<file path="src/rtl/swd_pkg.sv">
`timescale 1ns/1ps
package swd_pkg;

  localparam int NSTAGE = 4;

  localparam logic [2:0] ACT_OFF = 3'd0;
  localparam logic [2:0] ACT_IRQ = 3'd1;
  localparam logic [2:0] ACT_CPU = 3'd2;
  localparam logic [2:0] ACT_SYS = 3'd3;
  localparam logic [2:0] ACT_AON = 3'd4;

  // control -> datapath strobes
  typedef struct packed {
    logic       clearCnt;
    logic       incCnt;
    logic       fireCpu;
    logic       fireSys;
    logic       fireAon;
    logic [2:0] cpuLen;
    logic [2:0] sysLen;
    logic       core0En;
    logic       core1En;
  } dpStrobe_t;

  function automatic int unsigned widthNs(input logic [2:0] code);
    case (code)
      3'd0:    widthNs = 100;
      3'd1:    widthNs = 200;
      3'd2:    widthNs = 300;
      3'd3:    widthNs = 400;
      3'd4:    widthNs = 500;
      3'd5:    widthNs = 800;
      3'd6:    widthNs = 1600;
      default: widthNs = 3200;
    endcase
  endfunction

  function automatic int unsigned widthCycles(input logic [2:0] code, input int unsigned clkNs);
    return (widthNs(code) + clkNs - 1) / clkNs;
  endfunction

endpackage

</file>
<file path="src/rtl/swd_datapath.sv">
`timescale 1ns/1ps
module swd_datapath
  import swd_pkg::*;
#(
  parameter int DATA_W = 32,
  parameter int CLK_NS = 10
) (
  input  logic              clk,
  input  logic              rstN,
  input  dpStrobe_t         strobe,
  output logic [DATA_W-1:0] cntOut,
  output logic              core0Rst,
  output logic              core1Rst,
  output logic              sysRst,
  output logic              aonRst
);

  localparam int MAX_PULSE = (3200 + CLK_NS - 1) / CLK_NS;
  localparam int PW        = $clog2(MAX_PULSE + 1);
  localparam int NCH       = 3;   // 0: cpu, 1: sys, 2: always-on

  logic [DATA_W-1:0] cnt;

  always_ff @(posedge clk or negedge rstN) begin
    if (!rstN)               cnt <= '0;
    else if (strobe.clearCnt) cnt <= '0;
    else if (strobe.incCnt)   cnt <= cnt + 1'b1;
  end

  assign cntOut = cnt;

  logic [NCH-1:0]      chFire;
  logic [2:0]          chCode [NCH];
  logic [NCH-1:0]      chOn;

  assign chFire    = {strobe.fireAon, strobe.fireSys, strobe.fireCpu};
  assign chCode[0] = strobe.cpuLen;
  assign chCode[1] = strobe.sysLen;
  assign chCode[2] = strobe.sysLen;

  generate
    for (genvar g = 0; g < NCH; g++) begin : gPulse
      logic [PW-1:0] pulseCnt;
      logic [PW-1:0] loadVal;

      assign loadVal = PW'(widthCycles(chCode[g], CLK_NS));

      always_ff @(posedge clk or negedge rstN) begin
        if (!rstN)                pulseCnt <= '0;
        else if (chFire[g])       pulseCnt <= loadVal;
        else if (pulseCnt != '0)  pulseCnt <= pulseCnt - 1'b1;
      end

      assign chOn[g] = (pulseCnt != '0);

      AST_PULSE_LOADED: assert property (@(posedge clk) disable iff (!rstN)
        chFire[g] |=> (pulseCnt != '0));
    end
  endgenerate

  logic [1:0] coreMask;

  always_ff @(posedge clk or negedge rstN) begin
    if (!rstN)              coreMask <= '0;
    else if (strobe.fireCpu) coreMask <= {strobe.core1En, strobe.core0En};
  end

  assign core0Rst = chOn[0] & coreMask[0];
  assign core1Rst = chOn[0] & coreMask[1];
  assign sysRst   = chOn[1];
  assign aonRst   = chOn[2];

  AST_CORE1_MASKED: assert property (@(posedge clk) disable iff (!rstN)
    (strobe.fireCpu && !strobe.core1En) |=> !core1Rst);

endmodule

</file>
<file path="src/rtl/swd_ctrl.sv">
`timescale 1ns/1ps
module swd_ctrl
  import swd_pkg::*;
#(
  parameter int               DATA_W      = 32,
  parameter logic [DATA_W-1:0] UNLOCK_KEY  = 32'h50D8_3AA1,
  parameter logic [DATA_W-1:0] RESET_LIMIT = '1
) (
  input  logic              clk,
  input  logic              rstN,
  input  logic              regWe,
  input  logic [2:0]        regAddr,
  input  logic [DATA_W-1:0] regWdata,
  output logic [DATA_W-1:0] regRdata,
  input  logic              sleepIn,
  input  logic [DATA_W-1:0] cntIn,
  output dpStrobe_t         strobe,
  output logic              irqOut
);

  localparam int STG_W      = $clog2(NSTAGE);
  localparam int BIT_EN     = 0;
  localparam int BIT_BOOT   = 1;
  localparam int BIT_PAUSE  = 2;
  localparam int BIT_C0     = 3;
  localparam int BIT_C1     = 4;
  localparam int BIT_EDGE   = 5;
  localparam int BIT_LEVEL  = 6;
  localparam int CPULEN_LSB = 7;
  localparam int SYSLEN_LSB = 10;
  localparam int ACT_LSB    = 13;
  localparam int CFG_W      = ACT_LSB + 3 * NSTAGE;

  localparam logic [2:0] ADDR_CFG  = 3'd0;
  localparam logic [2:0] ADDR_LIM0 = 3'd1;
  localparam logic [2:0] ADDR_FEED = 3'd5;
  localparam logic [2:0] ADDR_KEY  = 3'd6;
  localparam logic [2:0] ADDR_IRQ  = 3'd7;

  localparam logic [CFG_W-1:0] CFG_RESET = CFG_W'(1) << BIT_BOOT;

  logic [CFG_W-1:0]  cfgReg;
  logic [DATA_W-1:0] limitReg [NSTAGE];
  logic [STG_W-1:0]  stage;
  logic              unlocked;
  logic              irqEn;
  logic              irqStatus;
  logic              irqPulse;
  logic [2:0]        actOf [NSTAGE];

  generate
    for (genvar g = 0; g < NSTAGE; g++) begin : gAct
      assign actOf[g] = cfgReg[ACT_LSB + 3*g +: 3];
    end
  endgenerate

  logic       feedReq;
  logic       cfgWr;
  logic       running;
  logic       timeout;
  logic [2:0] curAct;

  assign feedReq = regWe && (regAddr == ADDR_FEED);
  assign cfgWr   = regWe && unlocked && (regAddr < ADDR_FEED);
  assign running = (cfgReg[BIT_EN] | cfgReg[BIT_BOOT]) & ~(cfgReg[BIT_PAUSE] & sleepIn);
  assign curAct  = actOf[stage];
  assign timeout = running && !feedReq && (cntIn >= limitReg[stage]);

  // key register
  always_ff @(posedge clk or negedge rstN) begin
    if (!rstN)                              unlocked <= 1'b0;
    else if (regWe && regAddr == ADDR_KEY)  unlocked <= (regWdata == UNLOCK_KEY);
  end

  // protected configuration
  always_ff @(posedge clk or negedge rstN) begin
    if (!rstN) begin
      cfgReg <= CFG_RESET;
      for (int k = 0; k < NSTAGE; k++) limitReg[k] <= RESET_LIMIT;
    end else if (cfgWr) begin
      if (regAddr == ADDR_CFG) cfgReg <= regWdata[CFG_W-1:0];
      for (int k = 0; k < NSTAGE; k++)
        if (regAddr == ADDR_LIM0 + 3'(k)) limitReg[k] <= regWdata;
    end
  end

  // stage sequencing
  always_ff @(posedge clk or negedge rstN) begin
    if (!rstN)        stage <= '0;
    else if (feedReq) stage <= '0;
    else if (timeout) stage <= (stage == STG_W'(NSTAGE - 1)) ? '0 : stage + 1'b1;
  end

  // interrupt
  logic irqFire;
  logic irqWr;
  assign irqFire = timeout && (curAct == ACT_IRQ);
  assign irqWr   = regWe && (regAddr == ADDR_IRQ);

  always_ff @(posedge clk or negedge rstN) begin
    if (!rstN) begin
      irqEn     <= 1'b0;
      irqStatus <= 1'b0;
      irqPulse  <= 1'b0;
    end else begin
      if (irqWr) irqEn <= regWdata[0];
      if (irqFire)                  irqStatus <= 1'b1;
      else if (irqWr && regWdata[1]) irqStatus <= 1'b0;
      irqPulse <= irqFire && irqEn && cfgReg[BIT_EDGE];
    end
  end

  assign irqOut = irqPulse | (irqStatus & irqEn & cfgReg[BIT_LEVEL]);

  // strobes to datapath
  always_comb begin
    strobe          = '0;
    strobe.clearCnt = feedReq | timeout;
    strobe.incCnt   = running & ~(feedReq | timeout);
    strobe.fireCpu  = timeout && (curAct == ACT_CPU);
    strobe.fireSys  = timeout && (curAct == ACT_SYS);
    strobe.fireAon  = timeout && (curAct == ACT_AON);
    strobe.cpuLen   = cfgReg[CPULEN_LSB +: 3];
    strobe.sysLen   = cfgReg[SYSLEN_LSB +: 3];
    strobe.core0En  = cfgReg[BIT_C0];
    strobe.core1En  = cfgReg[BIT_C1];
  end

  // readback
  always_comb begin
    case (regAddr)
      ADDR_CFG:  regRdata = DATA_W'(cfgReg);
      3'd1:      regRdata = limitReg[0];
      3'd2:      regRdata = limitReg[1];
      3'd3:      regRdata = limitReg[2];
      3'd4:      regRdata = limitReg[3];
      ADDR_FEED: regRdata = cntIn;
      ADDR_KEY:  regRdata = DATA_W'({unlocked, stage});
      default:   regRdata = DATA_W'({irqStatus, irqEn});
    endcase
  end

  AST_FEED_RESTART: assert property (@(posedge clk) disable iff (!rstN)
    feedReq |=> (cntIn == '0 && stage == '0));
  AST_STAGE_WRAP: assert property (@(posedge clk) disable iff (!rstN)
    (timeout && stage == STG_W'(NSTAGE - 1)) |=> (stage == '0));
  AST_LOCKED_CFG: assert property (@(posedge clk) disable iff (!rstN)
    !unlocked |=> $stable(cfgReg));
  AST_SLEEP_HOLD: assert property (@(posedge clk) disable iff (!rstN)
    (cfgReg[BIT_PAUSE] && sleepIn && !feedReq) |=> ($stable(cntIn) && $stable(stage)));
  AST_IRQ_STATUS: assert property (@(posedge clk) disable iff (!rstN)
    irqFire |=> irqStatus);

endmodule

</file>
<file path="src/rtl/stage_watchdog.sv">
`timescale 1ns/1ps
module stage_watchdog
  import swd_pkg::*;
#(
  parameter int                DATA_W      = 32,
  parameter int                CLK_NS      = 10,
  parameter logic [DATA_W-1:0] UNLOCK_KEY  = 32'h50D8_3AA1,
  parameter logic [DATA_W-1:0] RESET_LIMIT = '1
) (
  input  logic              clk,
  input  logic              rstN,
  input  logic              regWe,
  input  logic [2:0]        regAddr,
  input  logic [DATA_W-1:0] regWdata,
  output logic [DATA_W-1:0] regRdata,
  input  logic              sleepIn,
  output logic              irqOut,
  output logic              core0Rst,
  output logic              core1Rst,
  output logic              sysRst,
  output logic              aonRst
);

  dpStrobe_t         strobe;
  logic [DATA_W-1:0] cnt;

  swd_ctrl #(
    .DATA_W(DATA_W), .UNLOCK_KEY(UNLOCK_KEY), .RESET_LIMIT(RESET_LIMIT)
  ) i_ctrl (
    .clk(clk), .rstN(rstN), .regWe(regWe), .regAddr(regAddr),
    .regWdata(regWdata), .regRdata(regRdata), .sleepIn(sleepIn),
    .cntIn(cnt), .strobe(strobe), .irqOut(irqOut)
  );

  swd_datapath #(
    .DATA_W(DATA_W), .CLK_NS(CLK_NS)
  ) i_datapath (
    .clk(clk), .rstN(rstN), .strobe(strobe), .cntOut(cnt),
    .core0Rst(core0Rst), .core1Rst(core1Rst), .sysRst(sysRst), .aonRst(aonRst)
  );

endmodule

</file>
<file path="config.mk">
export PLATFORM = sky130hd
export DESIGN_NAME = stage_watchdog
export DESIGN_NICKNAME = d
export VERILOG_FILES = /design/src/rtl/swd_pkg.sv /design/src/rtl/swd_datapath.sv /design/src/rtl/swd_ctrl.sv /design/src/rtl/stage_watchdog.sv
export SDC_FILE = /design/constraint.sdc
export NUM_CORES = 1
export LEC_CHECK = 0
export ABC_AREA = 1
export BUFFER_PORTS_ARGS = -buffer_cell sky130_fd_sc_hd__buf_2
export CORE_UTILIZATION = 23
export CTS_CLUSTER_SIZE = 8
export DETAILED_ROUTE_END_ITERATION = 10
export HOLD_SLACK_MARGIN = 0.12
export SKIP_LAST_GASP = 1
export SLEW_MARGIN = 20
export SYNTH_ARGS = -nofsm -noshare
export SYNTH_HDL_FRONTEND = slang
export SYNTH_SLANG_ARGS = --single-unit
</file>
<file path="constraint.sdc">
create_clock -name clk -period 7.8 [get_ports clk]
set_input_delay 1.56 -clock clk [delete_from_list [all_inputs] [get_ports clk]]
set_output_delay 1.56 -clock clk [all_outputs]
set_load 0.005 [all_outputs]
</file>
==> results.sh, run 1 <==
export IMPL_r2r_end="i_datapath.gPulse[0].pulseCnt[0]"
export IMPL_holdBufCountCts=0
export IMPL_yosysWarnings=0
export IMPL_fp_dieH_um=267
export IMPL_viasPerCell=4.64
export IMPL_ios=76
export IMPL_worstMarginPinSlew_ps=1130
export IMPL_finClkSkew_ps=16.1
export IMPL_grtUsageTotal=0.141
export IMPL_crit_arrival_ps=6490
export IMPL_clkSinkCount=220
export IMPL_synth_seq_cells=220
export IMPL_ff_latch_area_um2=5670
export IMPL_holdCritStartpoint="i_datapath.coreMask[1]"
export IMPL_finalHoldViolations=0
export IMPL_netlist_area_um2=16200
export IMPL_cp_start_kind="flop"
export IMPL_critical_path_class="reg -> reg"
export IMPL_portBuffers=75
export IMPL_ant_nets=0
export IMPL_post_cts_resized=0
export IMPL_power_density_nw_per_um2=146
export IMPL_grt_first_pass_wirelength_um=80500
export IMPL_placedCellCount=3275
export IMPL_synth_cell_types=56
export IMPL_cpPeakStageDelay_ps=590
export IMPL_fp_coreArea_um2=69100
export IMPL_cap_violations=0
export IMPL_required_ps=8260
export IMPL_synth_edf_count=0
export IMPL_crit_fanout=13
export IMPL_async_flop_share=1.00
export IMPL_clock_fmax_ghz=0.166
export IMPL_postCtsSetupRepairBufs=0
export IMPL_ys_seq_area_frac=0.350
export IMPL_clk_pin_slew_ps=60
export IMPL_ys_flop_type="dfstp_2"
export IMPL_final_cells=3332
export IMPL_run_status="finished, final reports clean"
export IMPL_leakagePower_nw=8.48
export IMPL_num_rows=96
export IMPL_dpl_hpwl_um=37000
export IMPL_relSlewSlack=0.246
export IMPL_avgSynthCellArea_um2=6.95
export IMPL_grt_max_degree=92
export IMPL_rrSetupSlack_ps=1780
export IMPL_end_kind="flop"
export IMPL_rr_worst_depth=46
export IMPL_syn_to_final_growth_pct=14.1
export IMPL_holdPathEnd="i_datapath.coreMask[1]"
export IMPL_htree_levels=1
export IMPL_syn_inst=2329
export IMPL_die_w_um=267
export IMPL_rsz0062_at_grt="false"
export IMPL_syn_num_nets=2431
export IMPL_vdd_drop_max_mv=0.202
export IMPL_multi_input_area_um2=9120
export IMPL_slew_violations=0
export IMPL_hold_depth=2
export IMPL_final_cell_mix="653 x nand2_1, 264 x inv_1, 260 x o21ai_0"
export IMPL_drive_gt1_frac=0.165
export IMPL_dr_pass1_iters=5
export IMPL_tns_ps=0
export IMPL_cts_buffer_depth=3
export IMPL_num_fill_cells=7629
export IMPL_insertion_delay_ps=590
export IMPL_cts_tree="yes"
export IMPL_min_period_over_period=0.772
export IMPL_drc_errors=0
export IMPL_timing_hold_ws_ps=488
export IMPL_p_total_mw=2.70
export IMPL_start_util=0.234
export IMPL_nets=2479
export IMPL_reg2reg_from="i_ctrl.cfgReg[9]"
export IMPL_grt_pass1_vias=14400
export IMPL_drt_wl_total_um=50700
export IMPL_critPathSlowestCell="dfrtp_1"
export IMPL_hold_path_class="reg -> reg"
export IMPL_drt_wirelength_per_cell_um=15.2
export IMPL_antenna_found_initial=6
export IMPL_layout_commonest_cell="nand2_1"
export IMPL_grt_overflow=0
export IMPL_dr_total_vias=15400
export IMPL_cts_root_buf="clkbuf_16"
export IMPL_cts_made_buffers=31
export IMPL_die_area_um2=71400
export IMPL_post_route_min_period_ps=6020
export IMPL_drtIter0Drc=1311
export IMPL_cpMostUsedCell="nand2_1"
export IMPL_place_gp_congestion=0.878
export IMPL_final_setup_viol_count=0
-- per-stage QoR --
step | util | setup slack (ps) | instance area, um2
6_report | 0.267 | 1780 | 18500
5_1_grt | 0.267 | 1010 | 18500
4_1_cts | 0.267 | 1810 | 18500
3_5_place_dp | 0.254 | 1830 | 17600
3_3_place_gp | 0.254 | 1770 | 17600
2_1_floorplan | - | 2710 | 16200
-- cell type report --
cell class / instances / area share
Multi-Input combinational cell: 1741 / 0.494
Sequential cell: 220 / 0.307
Tap cell: 931 / 0.0631
Inverter: 289 / 0.0592
Clock buffer: 54 / 0.0467
Timing Repair Buffer: 94 / 0.0286
Clock inverter: 2 / 0.00136
Antenna cell: 1 / 0.000136
-- worst max path at each step --
| stage | startpoint | slack [ps] | depth (start not counted) | to |
|---|---|---|---|---|
| 2_1_floorplan | i_ctrl.cfgReg[12] | 2710 | 45 | i_datapath.gPulse[1].pulseCnt[0] |
| 3_3_place_gp | i_ctrl.cfgReg[9] | 1770 | 46 | i_datapath.gPulse[0].pulseCnt[0] |
| 3_5_place_dp | i_ctrl.cfgReg[9] | 1830 | 42 | i_datapath.gPulse[0].pulseCnt[0] |
| 4_1_cts | i_ctrl.cfgReg[9] | 1810 | 42 | i_datapath.gPulse[0].pulseCnt[0] |
| 5_1_grt | i_ctrl.cfgReg[9] | 1010 | 48 | i_datapath.gPulse[0].pulseCnt[0] |
| 6_report | i_ctrl.cfgReg[9] | 1780 | 46 | i_datapath.gPulse[0].pulseCnt[0] |
-- report_power, final --
group	switching (mW)	total, mW	internal, mW
logic	0.177	0.258	0.0813
registers	0.0143	1.18	1.16
clock network	0.528	1.27	0.740
-- critical path, delay by kind of cell (launching register included) --
family | cells | cell delay [ps]
AO/OA/AOI/OAI | 5 | 780
flip-flops | 1 | 590
adder cells (fa/ha/maj) | 3 | 580
buffers and inverters | 8 | 680
AND/OR/NAND/NOR | 30 | 3260
-- sequential cells by signal (all words and copies together), names as in the netlist --
| register | count |
|---|---|
| i_ctrl.stage | 2 |
| i_ctrl.unlocked | 1 |
| i_datapath.gPulse.pulseCnt | 27 |
| i_ctrl.irqStatus | 1 |
| i_ctrl.irqPulse | 1 |
| i_datapath.cntOut | 32 |
| i_datapath.coreMask | 2 |
| i_ctrl.irqEn | 1 |
| i_ctrl.cfgReg | 25 |
| i_ctrl.limitReg | 128 |
-- synth_stat cells (7+ instances only) --
cell	n	area, um2
a21oi_1	77	385
a221oi_1	28	245
a32o_1	8	80.1
clkbuf_1	68	255
dfrtp_1	91	2280
dfstp_2	129	3390
ha_1	63	788
inv_1	264	991
inv_2	19	71.3
nand2_1	658	2470
nand2_2	38	238
nand2_4	11	124
nand3_1	138	691
nand3_2	17	170
nand3_4	11	193
nand4_1	48	300
nor2_1	212	796
nor2_2	12	75.1
nor2_4	7	78.8
nor3_1	30	150
nor4_1	15	93.8
o2111ai_1	11	96.3
o211ai_1	8	60.1
o21ai_0	260	1300
o22ai_1	9	56.3
xor2_1	22	193
-- cells by family after synthesis --
kind of cell	count (synthesis)	synth area share
AND/OR/NAND/NOR	1212	0.342
AO/OA/AOI/OAI	439	0.156
buffers and inverters	368	0.0881
flip-flops	220	0.350
adder cells (fa/ha/maj)	63	0.0487
XOR/XNOR	27	0.0146
-- layer usage --
layer | global-route usage | vias up | wire length (um)
met5 | 0 | - | 25
met4 | 0.0263 | 4 | 739
met3 | 0.0191 | 56 | 2600
met2 | 0.225 | 426 | 22400
met1 | 0.202 | 7175 | 24900
li1 | - | 7786 | -
No activity file was read; power rests on OpenSTA's default activity.
==> run 2, diff against run 1 <==
clock period = 4.92 ns   (was 7.8 ns; I/O delays follow)
==> results.sh, run 2 (synthesis results as in run 1) <==
export IMPL_cap_violations=0
export IMPL_stdcell_area_um2=21600
export IMPL_timing_hold_ws_ps=479
export IMPL_ff_latch_area_um2=5670
export IMPL_crit_fanout=6
export IMPL_fp_dieH_um=267
export IMPL_crit_arrival_ps=5420
export IMPL_worstMarginPinSlew_ps=1010
export IMPL_dr_total_vias=16600
export IMPL_end_kind="flop"
export IMPL_htree_levels=2
export IMPL_ios=76
export IMPL_grt_pass1_vias=15900
export IMPL_drtIter0Drc=1146
export IMPL_dpl_hpwl_um=37900
export IMPL_die_area_um2=71400
export IMPL_cts_root_buf="clkbuf_16"
export IMPL_fp_coreArea_um2=69100
export IMPL_relSlewSlack=0.323
export IMPL_worstSetupEndpoint="i_datapath.gPulse[2].pulseCnt[0]"
export IMPL_final_setup_viol_count=3
export IMPL_placed_cell_area_um2=19000
export IMPL_required_ps=5320
export IMPL_grt_first_pass_wirelength_um=86200
export IMPL_portBuffers=75
export IMPL_drt_wirelength_per_cell_um=15.2
export IMPL_largest_register_ff_count=128
export IMPL_place_ws_ps=-407
export IMPL_clk_pin_slew_ps=50
export IMPL_violations="negative setup slack"
export IMPL_antenna_found_initial=6
export IMPL_ant_nets=0
export IMPL_finClkSkew_ps=21.3
export IMPL_slew_violations=0
export IMPL_num_rows=96
export IMPL_layout_commonest_cell="nand2_1"
export IMPL_post_route_min_period_ps=5020
export IMPL_power_density_nw_per_um2=208
export IMPL_grt_overflow=0
export IMPL_multi_input_area_um2=10100
export IMPL_cts_buffer_depth=3
export IMPL_min_period_over_period=1.02
export IMPL_drc_errors=0
export IMPL_rrSetupSlack_ps=-100
export IMPL_cts_made_buffers=34
export IMPL_vdd_drop_max_mv=0.226
export IMPL_insertion_delay_ps=520
export IMPL_drt_wl_total_um=54500
export IMPL_drive_gt1_frac=0.316
export IMPL_layout_setup_ws_ps=-98.1
export IMPL_p_total_mw=4.50
export IMPL_r2r_end="i_datapath.gPulse[2].pulseCnt[0]"
export IMPL_dr_pass1_iters=5
export IMPL_critPathSlowestCell="dfrtp_2"
export IMPL_leakagePower_nw=9.88
export IMPL_cts_tree="yes"
export IMPL_clkSinkCount=220
export IMPL_nets=2730
export IMPL_rsz0062_at_grt="true"
export IMPL_reg2reg_from="i_ctrl.cfgReg[12]"
export IMPL_clock_fmax_ghz=0.199
export IMPL_antenna_cells=0
export IMPL_run_status="finished with violations"
export IMPL_viasPerCell=4.63
export IMPL_critical_path_class="reg -> reg"
export IMPL_rr_worst_depth=45
export IMPL_finalHoldViolations=0
export IMPL_final_cell_mix="580 x nand2_1, 253 x o21ai_0, 246 x inv_1"
export IMPL_num_fill_cells=7353
export IMPL_cp_start_kind="flop"
export IMPL_grt_max_degree=102
export IMPL_top_register="i_ctrl.limitReg"
export IMPL_syn_to_final_growth_pct=33.5
export IMPL_crit_start="i_ctrl.cfgReg[12]"
export IMPL_cpMostUsedCell="nand2_2"
export IMPL_place_gp_congestion=0.845
export IMPL_start_util=0.234
export IMPL_hold_path_class="reg -> reg"
export IMPL_grtUsageTotal=0.149
export IMPL_die_w_um=267
export IMPL_cpPeakStageDelay_ps=450
==> run 2: layout make-up <==
type / instances / area share
flip-flops and latches: 220 / 0.263
multi-input cells: 1743 / 0.468
repair buffers: 340 / 0.117
clock buffers: 56 / 0.0442
well taps: 931 / 0.0539
inverters: 289 / 0.0510
clock inverters: 4 / 0.00296
==> run 2: worst min path at each step <==
stage                                start  slack (ps)  depth (start not counted)                      to
global route          i_ctrl.limitReg[115]         510                          2    i_ctrl.limitReg[115]
finish              i_datapath.coreMask[1]         480                          2  i_datapath.coreMask[1]
global placement          i_ctrl.cfgReg[4]         470                          2        i_ctrl.cfgReg[4]
detailed placement        i_ctrl.cfgReg[4]         470                          2        i_ctrl.cfgReg[4]
floorplan                i_ctrl.cfgReg[13]         450                          2       i_ctrl.cfgReg[13]
CTS                       i_ctrl.cfgReg[4]         490                          2        i_ctrl.cfgReg[4]
==> run 2: through the flow <==
| step | TNS, ps | util | instances |
|---|---|---|---|
| 3_5_place_dp | -837 | 0.275 | 3455 |
| 2_1_floorplan | 0 | - | 2329 |
| 5_1_grt | -1830 | 0.313 | 3583 |
| 4_1_cts | -15.1 | 0.299 | 3557 |
| 3_3_place_gp | -467 | 0.275 | 3455 |
| 6_report | -244 | 0.313 | 3583 |
==> run 2: power breakdown <==
group	internal, mW	switching, mW
sequential	1.84	0.0237
combinational	0.133	0.283
clock	1.33	0.883
==> run 2: timing repair <==
action                     4_1_cts  5_1_grt
gates resized for setup         92      187
pin swaps                       53      126
setup buffers                   40       28
gates cloned                     2        0
setup endpoints to repair        4        6
hold buffers                     0        0
==> run 2: routing by layer <==
layer,global-route usage,vias up,wire length [um]
met2,0.246,449,25200
li1,-,8278,-
met5,0,-,11
met3,0.0165,90,2950
met1,0.206,7777,25100
met4,0.0351,2,1250
==> run 2: worst max-delay path: cells and delay by family (launching register included) <==
family | cells | cell delay (ps)
AND/OR/NAND/NOR | 33 | 3060
buffers and inverters | 7 | 640
flip-flops | 1 | 450
AO/OA/AOI/OAI | 3 | 400
adder cells (fa/ha/maj) | 2 | 310
